## src/rtl/parport_pkg.sv

```systemverilog
package parport_pkg;
  localparam int BYTE_W = 8;

  typedef enum logic [1:0] {
    REG_DATA  = 2'd0,
    REG_STAT  = 2'd1,
    REG_CTRL  = 2'd2,
    REG_EADDR = 2'd3
  } regSel_e;

  typedef struct packed {
    logic addrStrobe;
    logic writeStrobe;
    logic driveAddr;
    logic floatBus;
    logic loadAddr;
    logic readDone;
    logic timeoutHit;
    logic cycleBusy;
  } eppCtl_t;
endpackage

```

## src/rtl/parport_sync.sv

```systemverilog
module parport_sync #(
  parameter int W      = 8,
  parameter int STAGES = 2
) (
  input  logic         clk,
  input  logic         rstN,
  input  logic [W-1:0] dIn,
  output logic [W-1:0] dOut
);
  logic [W-1:0] pipe [STAGES];

  genvar s;
  generate
    for (s = 0; s < STAGES; s++) begin : g_stage
      if (s == 0) begin : g_first
        always_ff @(posedge clk or negedge rstN) begin
          if (!rstN) pipe[0] <= '0;
          else       pipe[0] <= dIn;
        end
      end else begin : g_next
        always_ff @(posedge clk or negedge rstN) begin
          if (!rstN) pipe[s] <= '0;
          else       pipe[s] <= pipe[s-1];
        end
      end
    end
  endgenerate

  assign dOut = pipe[STAGES-1];
endmodule

```

## src/rtl/parport_epp_ctrl.sv

```systemverilog
module parport_epp_ctrl
  import parport_pkg::*;
#(
  parameter int TMO_CYCLES = 1000
) (
  input  logic       clk,
  input  logic       rstN,
  input  logic       eppMode,
  input  logic [1:0] regAddr,
  input  logic       regWr,
  input  logic       regRd,
  input  logic       waitSeen,
  output eppCtl_t    ctl
);
  localparam int CW = $clog2(TMO_CYCLES + 1);
  localparam logic [CW-1:0] LAST = CW'(TMO_CYCLES - 1);

  typedef enum logic [1:0] {ST_IDLE, ST_ACTIVE, ST_FINISH} eppState_e;

  eppState_e state;
  logic [CW-1:0] cnt;
  logic isRead;
  logic startReq;
  logic hitTmo;

  assign startReq = (state == ST_IDLE) && eppMode &&
                    (regAddr == REG_EADDR) && (regWr || regRd);
  assign hitTmo   = (state == ST_ACTIVE) && !waitSeen && (cnt == LAST);

  always_ff @(posedge clk or negedge rstN) begin
    if (!rstN) begin
      state  <= ST_IDLE;
      cnt    <= '0;
      isRead <= 1'b0;
    end else begin
      case (state)
        ST_IDLE: if (startReq) begin
          state  <= ST_ACTIVE;
          cnt    <= '0;
          isRead <= !regWr;
        end
        ST_ACTIVE: begin
          if (waitSeen || cnt == LAST) state <= ST_FINISH;
          else                         cnt   <= cnt + 1'b1;
        end
        default: state <= ST_IDLE;
      endcase
    end
  end

  always_comb begin
    ctl.cycleBusy   = (state != ST_IDLE);
    ctl.loadAddr    = startReq && regWr;
    ctl.addrStrobe  = (state == ST_ACTIVE);
    ctl.writeStrobe = (state == ST_ACTIVE) && !isRead;
    ctl.driveAddr   = (state != ST_IDLE) && !isRead;
    ctl.floatBus    = (state != ST_IDLE) && isRead;
    ctl.timeoutHit  = hitTmo;
    ctl.readDone    = (state == ST_ACTIVE) && isRead && (waitSeen || hitTmo);
  end

  // the wait counter never runs past the timeout window
  p_cnt_bound_r8: assert property (@(posedge clk) disable iff (!rstN)
    cnt < CW'(TMO_CYCLES));

  // no enhanced cycle starts while in standard mode
  p_no_cycle_spp_r10: assert property (@(posedge clk) disable iff (!rstN)
    (state == ST_IDLE && !eppMode) |=> (state == ST_IDLE));

  // a cycle always passes through the release state back to idle
  p_release_r6: assert property (@(posedge clk) disable iff (!rstN)
    (state == ST_FINISH) |=> (state == ST_IDLE));
endmodule

```

## src/rtl/parport_datapath.sv

```systemverilog
module parport_datapath
  import parport_pkg::*;
#(
  parameter int SYNC_STAGES = 2
) (
  input  logic              clk,
  input  logic              rstN,
  input  logic              eppMode,
  input  logic [1:0]        regAddr,
  input  logic              regWr,
  input  logic              regRd,
  input  logic [BYTE_W-1:0] wrData,
  output logic [BYTE_W-1:0] rdData,
  output logic              rdValid,
  input  eppCtl_t           ctl,
  output logic              waitSeen,
  output logic [BYTE_W-1:0] pdOut,
  output logic              pdOe,
  input  logic [BYTE_W-1:0] pdIn,
  output logic              strobeN,
  output logic              autoFdN,
  output logic              initN,
  output logic              selInN,
  input  logic              busyIn,
  input  logic              ackN,
  input  logic              paperEnd,
  input  logic              selectIn,
  input  logic              errN,
  output logic              irq
);
  localparam int PIN_W = BYTE_W + 5;

  logic [PIN_W-1:0] pinsRaw, pinsSync;
  logic [BYTE_W-1:0] pdSync;
  logic busyS, ackS, peS, selS, errS;

  assign pinsRaw = {pdIn, busyIn, ackN, paperEnd, selectIn, errN};

  parport_sync #(.W(PIN_W), .STAGES(SYNC_STAGES)) u_sync (
    .clk (clk), .rstN(rstN), .dIn(pinsRaw), .dOut(pinsSync)
  );

  assign {pdSync, busyS, ackS, peS, selS, errS} = pinsSync;
  assign waitSeen = busyS;

  logic [BYTE_W-1:0] dataReg, addrByte;
  logic dirIn, irqEn, slinBit, initBit, afdBit, stbBit;
  logic tmoFlag, prevMode, modeChg, ackPrev;
  logic hostOk;
  logic [BYTE_W-1:0] statusByte, ctrlByte, regMux;

  assign modeChg    = (eppMode != prevMode);
  assign hostOk     = !ctl.cycleBusy;
  assign statusByte = {~busyS, ackS, peS, selS, errS, 2'b11,
                       (eppMode ? tmoFlag : 1'b1)};
  assign ctrlByte   = {2'b11, dirIn, irqEn, slinBit, initBit, afdBit, stbBit};

  always_comb begin
    case (regAddr)
      REG_DATA: regMux = dirIn ? pdSync : dataReg;
      REG_STAT: regMux = statusByte;
      REG_CTRL: regMux = ctrlByte;
      default:  regMux = 8'hFF;
    endcase
  end

  always_ff @(posedge clk or negedge rstN) begin
    if (!rstN) begin
      dataReg  <= '0;
      addrByte <= '0;
      {dirIn, irqEn, slinBit, initBit, afdBit, stbBit} <= '0;
    end else begin
      if (ctl.loadAddr) addrByte <= wrData;
      if (regWr && hostOk) begin
        if (regAddr == REG_DATA) dataReg <= wrData;
        if (regAddr == REG_CTRL)
          {dirIn, irqEn, slinBit, initBit, afdBit, stbBit} <= wrData[5:0];
      end
    end
  end

  always_ff @(posedge clk or negedge rstN) begin
    if (!rstN) begin
      tmoFlag  <= 1'b0;
      prevMode <= 1'b0;
    end else begin
      prevMode <= eppMode;
      if (modeChg)                tmoFlag <= 1'b0;
      else if (ctl.timeoutHit)    tmoFlag <= 1'b1;
      else if (regWr && hostOk && regAddr == REG_STAT && wrData[0])
                                  tmoFlag <= 1'b0;
    end
  end

  always_ff @(posedge clk or negedge rstN) begin
    if (!rstN) begin
      rdData  <= '0;
      rdValid <= 1'b0;
    end else begin
      rdValid <= 1'b0;
      if (ctl.readDone) begin
        rdValid <= 1'b1;
        rdData  <= ctl.timeoutHit ? 8'hFF : pdSync;
      end else if (regRd && hostOk && !(eppMode && regAddr == REG_EADDR)) begin
        rdValid <= 1'b1;
        rdData  <= regMux;
      end
    end
  end

  always_ff @(posedge clk or negedge rstN) begin
    if (!rstN) begin
      ackPrev <= 1'b0;
      irq     <= 1'b0;
    end else begin
      ackPrev <= ackS;
      irq     <= irqEn && ackPrev && !ackS;
    end
  end

  assign pdOut   = ctl.driveAddr ? addrByte : dataReg;
  assign pdOe    = ctl.driveAddr || (!ctl.floatBus && !dirIn);
  assign strobeN = ~(stbBit | ctl.writeStrobe);
  assign selInN  = ~(slinBit | ctl.addrStrobe);
  assign autoFdN = ~afdBit;
  assign initN   = initBit;

  // input direction with no address write running leaves the bus undriven
  p_dir_float_r3: assert property (@(posedge clk) disable iff (!rstN)
    (dirIn && !ctl.driveAddr) |-> !pdOe);

  // a mode change leaves the timeout flag clear
  p_mode_clear_r9: assert property (@(posedge clk) disable iff (!rstN)
    modeChg |=> !tmoFlag);

  // an interrupt pulse needs the enable bit on the cycle before
  p_irq_en_r11: assert property (@(posedge clk) disable iff (!rstN)
    irq |-> $past(irqEn));

  // the interrupt is a single-cycle pulse
  p_irq_pulse_r11: assert property (@(posedge clk) disable iff (!rstN)
    irq |=> !irq);

  // a read cycle never drives the bus
  p_read_float_r7: assert property (@(posedge clk) disable iff (!rstN)
    ctl.floatBus |-> !pdOe);
endmodule

```

## src/rtl/parport_port.sv

```systemverilog
module parport_port
  import parport_pkg::*;
#(
  parameter int CLK_HZ      = 250_000_000,
  parameter int TIMEOUT_MS  = 10,
  parameter int SYNC_STAGES = 2
) (
  input  logic       clk,
  input  logic       rstN,
  input  logic       eppMode,
  input  logic [1:0] regAddr,
  input  logic       regWr,
  input  logic       regRd,
  input  logic [7:0] wrData,
  output logic [7:0] rdData,
  output logic       rdValid,
  output logic       hostBusy,
  output logic [7:0] pdOut,
  output logic       pdOe,
  input  logic [7:0] pdIn,
  output logic       strobeN,
  output logic       autoFdN,
  output logic       initN,
  output logic       selInN,
  input  logic       busyIn,
  input  logic       ackN,
  input  logic       paperEnd,
  input  logic       selectIn,
  input  logic       errN,
  output logic       irq
);
  localparam int TMO_CYCLES = (CLK_HZ / 1000) * TIMEOUT_MS;

  eppCtl_t ctl;
  logic waitSeen;

  parport_epp_ctrl #(.TMO_CYCLES(TMO_CYCLES)) u_ctrl (
    .clk(clk), .rstN(rstN), .eppMode(eppMode), .regAddr(regAddr),
    .regWr(regWr), .regRd(regRd), .waitSeen(waitSeen), .ctl(ctl)
  );

  parport_datapath #(.SYNC_STAGES(SYNC_STAGES)) u_dp (
    .clk(clk), .rstN(rstN), .eppMode(eppMode), .regAddr(regAddr),
    .regWr(regWr), .regRd(regRd), .wrData(wrData), .rdData(rdData),
    .rdValid(rdValid), .ctl(ctl), .waitSeen(waitSeen), .pdOut(pdOut),
    .pdOe(pdOe), .pdIn(pdIn), .strobeN(strobeN), .autoFdN(autoFdN),
    .initN(initN), .selInN(selInN), .busyIn(busyIn), .ackN(ackN),
    .paperEnd(paperEnd), .selectIn(selectIn), .errN(errN), .irq(irq)
  );

  assign hostBusy = ctl.cycleBusy;
endmodule

```

## config.mk

```make
export PLATFORM = sky130hd
export DESIGN_NAME = parport_port
export DESIGN_NICKNAME = d
export VERILOG_FILES = /design/src/rtl/parport_pkg.sv /design/src/rtl/parport_sync.sv /design/src/rtl/parport_epp_ctrl.sv /design/src/rtl/parport_datapath.sv /design/src/rtl/parport_port.sv
export SDC_FILE = /design/constraint.sdc
export NUM_CORES = 1
export LEC_CHECK = 0
export ABC_AREA = 1
export CORE_UTILIZATION = 45
export CTS_BUF_LIST = sky130_fd_sc_hd__clkbuf_2 sky130_fd_sc_hd__clkbuf_4 sky130_fd_sc_hd__clkbuf_8
export CTS_CLUSTER_SIZE = 8
export DETAILED_ROUTE_END_ITERATION = 8
export PLACE_DENSITY = 0.67
export SLEW_MARGIN = 5
export SYNTH_ARGS = -nofsm -noshare
export SYNTH_HDL_FRONTEND = slang
export SYNTH_SLANG_ARGS = --single-unit
```

## constraint.sdc

```tcl
create_clock -name clk -period 2.45 [get_ports clk]
set_clock_uncertainty 0.15 [all_clocks]
set_input_delay 0.6125 -clock clk [delete_from_list [all_inputs] [get_ports clk]]
set_output_delay 0.6125 -clock clk [all_outputs]
set_load 0.02 [all_outputs]
```

==> results by group, run 1 <==
Finish
  • Final instance area: 0.00496 mm²
  • Area of the multi-input gates: between 0.0015 and 0.002 mm²
  • Layout cells sized above 1: between 10% and 20%
  • Final non-filler cell total: 666
  • Syn-to-layout area delta: 22.1%
  • Diode count: 0
  • Most frequent cells in the layout: nand2_1, dfrtp_1, nor2_1, inv_1, nand3_1
  • Nets@finish: slightly below 600
  • Commonest non-fill, non-tap cell in the layout: nand2_1
  • Final design utilization: 56.8%
  • Storage cell area: between 0.002 and 0.0025 mm²
  • Fillers: 827

Die
  • Core area: 0.00872 mm²
  • Die area: about 0.0094 mm²
  • IO Count: 52
  • Die Wd: 97 µm
  • Site row count: 34
  • Initial Util: a little under half
  • Die Y: 97 µm

Placed design
  • Port bufs: between 50 and 60
  • DPL Wire Length: 7.07 mm
  • Pre-CTS WS: 0.105 ns
  • Dpl cells: 650
  • Post-DP Area: roughly 0.0048 mm²
  • Placer Congestion: 0.914

Synth
  • Synthesized area per cell: 8.41 µm²
  • Synth async-reset ratio: 100%
  • Seq cells post-synth: 86
  • Number of flops mapped to enable cells by yosys: 0
  • Post-synth net total: 512
  • Post-synthesis sequential area ratio: 53.0%
  • Synth Flop Type: dfrtp_1
  • Post-synth cell types: 37
  • Cell Area, Synth: a little over 0.004 mm²
  • Syn Inst Count: 483
  • Yosys warning total: 0

Global route
  • Global routing usage on met1: 25.4%
  • First-pass GRT wire length: 15.6 mm
  • Met3 Usage GRT: 5.35%
  • GR peak layer: met2
  • GRT met2 Usage: 35.9%
  • Number of global-route vias before repair: 3213
  • Initial antenna violation count: 0
  • Gr usage total: 21.0%
  • Largest net degree at the start of global routing: 41
  • Gr ovfl total: 0

Worst setup path
  • CP max stage cell: dfrtp_1
  • Reg2reg start: u_ctrl.cnt[0]$_DFFE_PN0P_
  • CP arrival: about 1.6 ns
  • Crit path cell chain: nor2_1 -> inv_1 -> nand2_1 -> buf_6 -> o21ai_0 -> dlygate4sd2_1
  • CP startpoint: u_ctrl.state[1]$_DFFE_PN0P_
  • CP Launch Type: flop
  • CP delay by family, top: buffers and inverters
  • Crit Path Max Fanout: 17
  • Largest stage delay, worst path: 0.38 ns
  • Crit path kind: reg2out
  • Kind of end point of the critical path: primary output
  • WP buf/inv: 3
  • Critical path data required time: 1.69 ns

Clock network
  • Clock Sink Count: 86
  • Clk_lat worst skew: 0.35 ns
  • CTS root buffer: clkbuf_8
  • CTS tree: built
  • CTS Hold Bufs: 0
  • Cts repair resizes: 15
  • Clock-pin slew on the worst setup and hold paths: 0.08 ns
  • H-tree Lvls: 3
  • Clock Path Buffers: 2
  • # Post-CTS Setup Buffers: 0
  • CTS Buf Count: 9

Timing
  • Hold Slack: ~0.082 ns
  • Final worst slack: 0.0922 ns
  • Final setup vio count: 0
  • Setup TNS: 0 ns
  • Maximum clock frequency: around 0.42 GHz
  • Final Cycle Share: 96.2%
  • RSZ-0062 raised after global routing: false
  • Worst-Margin Slew: 0.540 ns
  • Count of pins over their slew limit: 0
  • Post-route minimum period: 2.36 ns
  • Final Hold Vio Count: 0
  • Relative slew slack: 64.0%

Min path
  • Hold crit path type: in2async

Power
  • PwrDens: around 750 mW/mm²
  • Pleak: 2.25 nW
  • Worst vdd ir: 0.307 mV
  • Final Power: 3.73 mW

Detailed routing
  • WL final: 9.44 mm
  • Drt initial violations: 110
  • Vias: 3429
  • Routed Antenna Nets: 0
  • DR pass1 iterations: 4
  • Vias/cell: 5.15
  • DR DRC count: 0
  • DR WL/cell: ~14 µm

Status
  • Status: finished clean

Job
  • Max cap viols: 0
==> cell families after synthesis <==
family	Yosys count	share of synthesized area [%]
adder cells (fa/ha/maj)	1	0.308
buffers and inverters	67	6.84
flip-flops	86	53.0
multiplexers	2	0.554
XOR/XNOR	6	1.29
AO/OA/AOI/OAI	81	11.4
AND/OR/NAND/NOR	240	26.6
==> worst paths after layout <==
check                           slack (ns)                        endpoint  cells after the start
worst max-delay path                  0.09                            pdOe                      6
worst min-delay path                  0.08    u_dp.addrByte[1]$_DFFE_PN0P_                      1
worst max register to register        0.35       u_ctrl.cnt[9]$_DFFE_PN0P_                      9
worst min register to register        0.20   u_dp.u_sync.dOut[1]$_DFF_PN0_                      0
max in group asynchronous             1.44  u_dp.u_sync.pipe[19]$_DFF_PN0_                      2
min in group clk                      0.20   u_dp.u_sync.dOut[1]$_DFF_PN0_                      0
==> metal layers <==
metal / part of all wire (%) / vias up
met1: 44 / 1639
met4: 2.0 / 0
met3: 4.5 / 14
li1: - / 1699
met2: 50 / 77
met5: 0 / -
==> cell usage after synthesis (3+ instances only) <==
master	number	share of area, %
nand3_1	47	5.8
xor2_1	5	1.1
nand2_2	4	0.62
inv_2	3	0.28
nand3_2	3	0.74
o211ai_1	8	1.5
o21ai_2	7	1.5
o21ai_0	41	5.1
nor2_2	3	0.46
o21bai_1	4	0.74
nand2_1	118	11
dfrtp_1	86	53
o21ai_1	9	1.1
clkbuf_1	5	0.46
a21oi_1	11	1.4
nor2_1	52	4.8
inv_1	51	4.7
==> state kept, by name (all words and copies together), names as in the netlist, 2 cells and up <==
| signal | cells |
|---|---|
| u_dp.addrByte | 8 |
| u_dp.u_sync.dOut | 13 |
| u_dp.dataReg | 8 |
| u_dp.u_sync.pipe | 13 |
| u_ctrl.cnt | 22 |
| u_dp.rdData | 8 |
| u_ctrl.state | 2 |
==> where the power goes <==
| group | internal [mW] | total, mW | switching [mW] |
|---|---|---|---|
| registers | 1.63 | 1.78 | 0.151 |
| logic | 0.394 | 0.951 | 0.557 |
| clock network | 0.510 | 1.00 | 0.494 |
==> area by class of cell <==
cell class / instances / share of cell area, %
well taps: 108 / 2.73
repair buffers: 69 / 12.4
multi-input cells: 330 / 32.9
clock buffers: 11 / 2.93
clock inverters: 5 / 1.19
inverters: 57 / 4.42
flip-flops and latches: 86 / 43.4
(Power assumes the default switching activity.)
==> run 2, diff against run 1 <==
--- a/config.mk
+++ b/config.mk
@@ -10,8 +10,10 @@
 export CTS_BUF_LIST = sky130_fd_sc_hd__clkbuf_2 sky130_fd_sc_hd__clkbuf_4 sky130_fd_sc_hd__clkbuf_8
 export CTS_CLUSTER_SIZE = 8
 export DETAILED_ROUTE_END_ITERATION = 8
+export GPL_TIMING_DRIVEN = 0
 export PLACE_DENSITY = 0.67
 export SLEW_MARGIN = 5
 export SYNTH_ARGS = -nofsm -noshare
 export SYNTH_HDL_FRONTEND = slang
 export SYNTH_SLANG_ARGS = --single-unit
+export TNS_END_PERCENT = 20
==> run 2 against run 1 <==
Net effect:
- via count shrank 0.38%
- clock power about the same
- setup slack worse by 0.076 ns
- utilization fell by 0.14 points
- total power rose by 0.34%
- wire length about the same
- highest routed layer unchanged
- cell area fell by 0.25%
- critical path depth unchanged
- global-route usage is 0.26 points higher
- sequential cell count did not move
- die area unchanged
- largest power group unchanged
==> results by group, run 2 (synthesis gave the netlist of run 1 again) <==
Global route
  • Gr usage total: 21.2%
  • Initial antenna violation count: 0
  • Gr ovfl total: 0
  • First-pass GRT wire length: 15.8 mm
  • Largest net degree at the start of global routing: 59
  • Number of global-route vias before repair: about 3300

Detailed routing
  • Drt initial violations: 104
  • Vias: between 3000 and 4000
  • DR pass1 iterations: 4
  • DR DRC count: 0
  • WL final: 9.44 mm
  • Routed Antenna Nets: 0
  • Vias/cell: 5.18
  • DR WL/cell: 14.3 µm

Power
  • Cell internal pwr: 2.52 mW
  • Gate power share: 25.3%
  • Worst vdd ir: 0.304 mV
  • Clock power frac: between 20% and 30%
  • Psw: 1.23 mW
  • PwrDens: 758 mW/mm²
  • Switching Share: 32.8%
  • Pleak: 2.23 nW
  • Final Power: approximately 3.7 mW
  • Flop pwr share: 47.6%

Finish
  • Most frequent cells in the layout: nand2_1, dfrtp_1, nor2_1, inv_1, nand3_1
  • Syn-to-layout area delta: 21.7%
  • Commonest non-fill, non-tap cell in the layout: nand2_1
  • Top reg by flops: u_ctrl.cnt
  • Max reg flops: 22
  • Nets@finish: between 500 and 600
  • Final design utilization: 56.7%
  • Diode count: 0
  • Layout cells sized above 1: 12.2%
  • Final instance area: 0.00494 mm²

Timing
  • Final worst slack: 0.0159 ns
  • Relative slew slack: 65.5%
  • RSZ-0062 raised after global routing: true
  • Maximum clock frequency: 0.411 GHz
  • Post-route minimum period: between 2 and 2.5 ns
  • Final Hold Vio Count: 0
  • Final Cycle Share: 99.4%
  • Hold Slack: approximately 0.023 ns
  • Final setup vio count: 0
  • Worst-Margin Slew: between 0.5 and 0.6 ns
  • Count of pins over their slew limit: 0

Worst setup path
  • Crit path kind: reg2out
  • Crit path cell chain: nor2_4 -> inv_2 -> nand2_4 -> clkbuf_8 -> o21ai_0 -> clkdlybuf4s15_1
  • Crit Path Max Fanout: 10
  • CP Launch Type: flop
  • CP arrival: 1.67 ns
  • Critical path data required time: 1.69 ns
  • CP max stage cell: dfrtp_1
  • Largest stage delay, worst path: 0.42 ns
  • Kind of end point of the critical path: primary output
  • WP buf/inv: 3
  • CP delay by family, top: buffers and inverters

Placed design
  • Post-DP Area: 0.00473 mm²
  • Pre-CTS WS: -0.505 ns
  • Port bufs: 51
  • Placer Congestion: 0.892
  • DPL Wire Length: 6.95 mm

Die
  • Die Y: 97 µm
  • Die area: 0.00941 mm²
  • Initial Util: a little under half
  • IO Count: 52
  • Core area: 0.00872 mm²
  • Die Wd: 97 µm
  • Site row count: 34

Job
  • Max cap viols: 0

Clock network
  • CTS Buf Count: 9
  • Clk_lat worst skew: 0.35 ns
  • CTS root buffer: clkbuf_8
  • Clock-pin slew on the worst setup and hold paths: 0.09 ns
  • H-tree Lvls: 3
  • Clock Path Buffers: 2
  • CTS tree: built
  • Clock Sink Count: 86

Status
  • Status: finished clean

Min path
  • Hold crit path type: in2async
[run 2: timing repair]
item	in CTS	in global routing
hold buffers	0	0
setup buffers	0	0
setup endpoints to repair	12	10
gates resized for setup	46	6
hold endpoints to repair	0	0
[run 2: path summary, 6_finish.rpt]
kind                                           startpoint                        endpoint  slack (ns)  depth (start not counted)
max in group asynchronous                            rstN  u_dp.u_sync.pipe[13]$_DFF_PN0_        1.51                          2
max                           u_ctrl.state[1]$_DFFE_PN0P_                        pdOut[2]        0.02                          6
min reg2reg                u_dp.u_sync.pipe[20]$_DFF_PN0_   u_dp.u_sync.dOut[7]$_DFF_PN0_        0.20                          0
max reg2reg                     u_ctrl.cnt[0]$_DFFE_PN0P_      u_dp.rdData[0]$_DFFE_PN0P_        0.48                          9
min                                                  rstN    u_dp.addrByte[1]$_DFFE_PN0P_        0.02                          1
min in group clk           u_dp.u_sync.pipe[20]$_DFF_PN0_   u_dp.u_sync.dOut[7]$_DFF_PN0_        0.20                          0
[run 2: routing by layer]
metal	vias up	routed length (µm)	global-route usage [%]
met4	0	165	7.12
met5	-	0	0
met1	1631	4030	26.3
li1	1687	-	-
met2	86	4790	36.6
met3	12	456	4.62
[run 2: worst register-to-register path, delay by kind of cell, from the launching register on]
family	cells	cell delay, ns
adders and majority gates	1	0.24
buffers and inverters	1	0.17
and+or+nand+nor	7	0.86
DFF	1	0.43
[run 2: final cells by class]
type / instances / area (µm²)
Fill cell: 793 / 3780
Sequential cell: 86 / 2150
Multi-Input combinational cell: 330 / 1650
Timing Repair Buffer: 52 / 509
Inverter: 57 / 224
Clock buffer: 10 / 138
Tap cell: 108 / 135
Clock inverter: 6 / 68.8
Buffer: 10 / 68.8
[run 2: through the flow]
step           cells  setup TNS, ns
4_1_cts          659        -0.0909
5_1_grt          659         -0.201
3_3_place_gp     642        -213.81
3_5_place_dp     643          -6.29
2_1_floorplan    483              0
6_report         659              0
[run 2: power by group through the flow]
stage               clock (mW)  combinational, mW  sequential, mW
global placement             0              0.960            1.80
finish                    1.02              0.949            1.78
global route              1.10               1.05            1.81
CTS                       1.05              0.974            1.78
detailed placement           0              0.983            1.81
floorplan                    0              0.484            1.83
==> run 3, diff against run 2 <==
--- a/config.mk
+++ b/config.mk
@@ -6,6 +6,7 @@
 export NUM_CORES = 1
 export LEC_CHECK = 0
 export ABC_AREA = 1
+export CORE_MARGIN = 2
 export CORE_UTILIZATION = 45
 export CTS_BUF_LIST = sky130_fd_sc_hd__clkbuf_2 sky130_fd_sc_hd__clkbuf_4 sky130_fd_sc_hd__clkbuf_8
 export CTS_CLUSTER_SIZE = 8
==> run 3 against run 2 <==
Net effect:
- global-route usage shrank 0.51 points
- first-iteration DRC count is 15% higher
- via count decreased by 1.1%
- worst hold slack better by 0.050 ns
- combinational power is 0.9% lower
- critical endpoint is now pdOe
- largest cell class unchanged
==> results by group, run 3 (synthesis gave the netlist of run 1 again) <==
Die
  • Die Wd: 99 µm
  • Initial Util: 46.6%
  • Core area: 0.00872 mm²
  • Site row count: 34
  • IO Count: 52
  • Die Y: 99 µm
  • Die area: ~0.0098 mm²

Finish
  • Layout cells sized above 1: 12.5%
  • Most frequent cells in the layout: nand2_1, dfrtp_1, nor2_1, inv_1, nand3_1
  • Storage cell area: ~0.0022 mm²
  • Final design utilization: 56.4%
  • Max reg flops: 22
  • Final instance area: 0.00492 mm²
  • Top reg by flops: u_ctrl.cnt
  • Fillers: 801
  • Area of the multi-input gates: 0.00165 mm²
  • Syn-to-layout area delta: 21.0%
  • Commonest non-fill, non-tap cell in the layout: nand2_1
  • Nets@finish: 575
  • Diode count: 0

Global route
  • Gr usage total: 20.7%
  • Initial antenna violation count: 0
  • Largest net degree at the start of global routing: 46
  • Gr ovfl total: 0
  • Number of global-route vias before repair: 3359
  • First-pass GRT wire length: roughly 16 mm

Detailed routing
  • DR pass1 iterations: 4
  • DR DRC count: 0
  • Routed Antenna Nets: 0
  • Vias/cell: 5.13
  • Vias: approximately 3400
  • WL final: 9.48 mm
  • Drt initial violations: 120
  • DR WL/cell: between 10 and 15 µm

Placed design
  • Post-DP Area: 0.00473 mm²
  • Pre-CTS WS: -0.528 ns
  • DPL Wire Length: around 7 mm
  • Port bufs: 51
  • Placer Congestion: 0.906

Worst setup path
  • CP startpoint: u_ctrl.state[1]$_DFFE_PN0P_
  • Crit path cell chain: nor2_4 -> inv_2 -> nand2_4 -> clkbuf_8 -> o21ai_0 -> clkdlybuf4s15_1
  • Largest stage delay, worst path: 0.42 ns
  • CP arrival: 1.68 ns
  • Crit Path Max Fanout: 10
  • Reg2reg start: u_ctrl.cnt[0]$_DFFE_PN0P_
  • WP buf/inv: 3
  • Crit path kind: reg2out
  • CP max stage cell: dfrtp_1
  • CP Launch Type: flop
  • CP delay by family, top: buffers and inverters
  • Kind of end point of the critical path: primary output
  • Critical path data required time: 1.69 ns

Clock network
  • CTS Buf Count: 9
  • Clock Path Buffers: 2
  • CTS tree: built
  • H-tree Lvls: 3
  • Clock Sink Count: 86
  • CTS root buffer: clkbuf_8
  • Clk_lat worst skew: roughly 0.36 ns
  • CTS Hold Bufs: 0
  • Clock-pin slew on the worst setup and hold paths: 0.08 ns

Power
  • Pleak: 2.21 nW
  • PwrDens: 758 mW/mm²
  • Worst vdd ir: 0.258 mV

Job
  • Max cap viols: 0

Status
  • Status: finished clean

Timing
  • Setup TNS: 0 ns
  • Final setup vio count: 0
  • Final Cycle Share: 99.8%
  • Final worst slack: 0.00383 ns
  • Relative slew slack: between 60% and 70%
  • Post-route minimum period: 2.45 ns
  • Count of pins over their slew limit: 0
  • Final Hold Vio Count: 0
  • Maximum clock frequency: 0.409 GHz
  • Worst-Margin Slew: 0.535 ns
  • RSZ-0062 raised after global routing: true

Min path
  • Hold crit path type: in2async
run 3: cell count changes in the layout (fill, tap and decap cells not counted), sizes merged:
cell	previous run	this run
clkbuf	16	20
clkdlybuf4s15	4	1
clkinv	5	3
clkinvlp	1	2
dlygate4sd2	0	1
dlymetal6s2s	1	0
run 3: metal layers:
metal  track usage, %  vias to the layer above  share of wire (%)
met3             4.04                       14                3.6
met5                0                        -                  0
met2             36.4                       59                 51
li1                 -                     1688                  -
met4             6.64                        0                1.4
met1             25.7                     1617                 44
run 3: cell type report:
class / instances / share of cell area [%]
plain buffers: 10 / 1.40
repair buffers: 52 / 9.95
inverters: 57 / 4.56
multi-input cells: 330 / 33.5
clock inverters: 5 / 1.20
clock buffers: 11 / 2.83
flip-flops and latches: 86 / 43.8
well taps: 108 / 2.75
run 3: worst paths after layout:
| kind | endpoint | slack (ns) | depth (start not counted) |
|---|---|---|---|
| setup reg to reg | u_dp.rdData[3]$_DFFE_PN0P_ | 0.50 | 9 |
| min in group clk | u_dp.u_sync.dOut[12]$_DFF_PN0_ | 0.20 | 0 |
| max in group asynchronous | u_ctrl.cnt[10]$_DFFE_PN0P_ | 1.45 | 2 |
| setup / recovery | pdOe | 0.004 | 6 |
| hold / removal | u_dp.addrByte[1]$_DFFE_PN0P_ | 0.07 | 1 |
| hold reg to reg | u_dp.u_sync.dOut[12]$_DFF_PN0_ | 0.20 | 0 |
run 3: power breakdown:
part	total [mW]	internal (mW)	switching, mW
Sequential	1.78	1.63	0.155
Combinational	0.940	0.375	0.564
Clock	1.01	0.496	0.510
Total	3.73	2.50	1.23
run 3: metrics by stage:
step	instances	hold slack (ns)	total power [mW]
2_1_floorplan	483	0.167	2.31
3_3_place_gp	642	0.184	2.77
3_5_place_dp	643	0.186	2.79
4_1_cts	659	0.0844	3.79
5_1_grt	659	0.110	3.92
6_report	659	0.0735	3.73
run 3: what timing repair did:
item / CTS / global route
resized for setup: 45 / 12
setup buffers: 0 / 0
endpoints found under the setup margin: 12 / 9
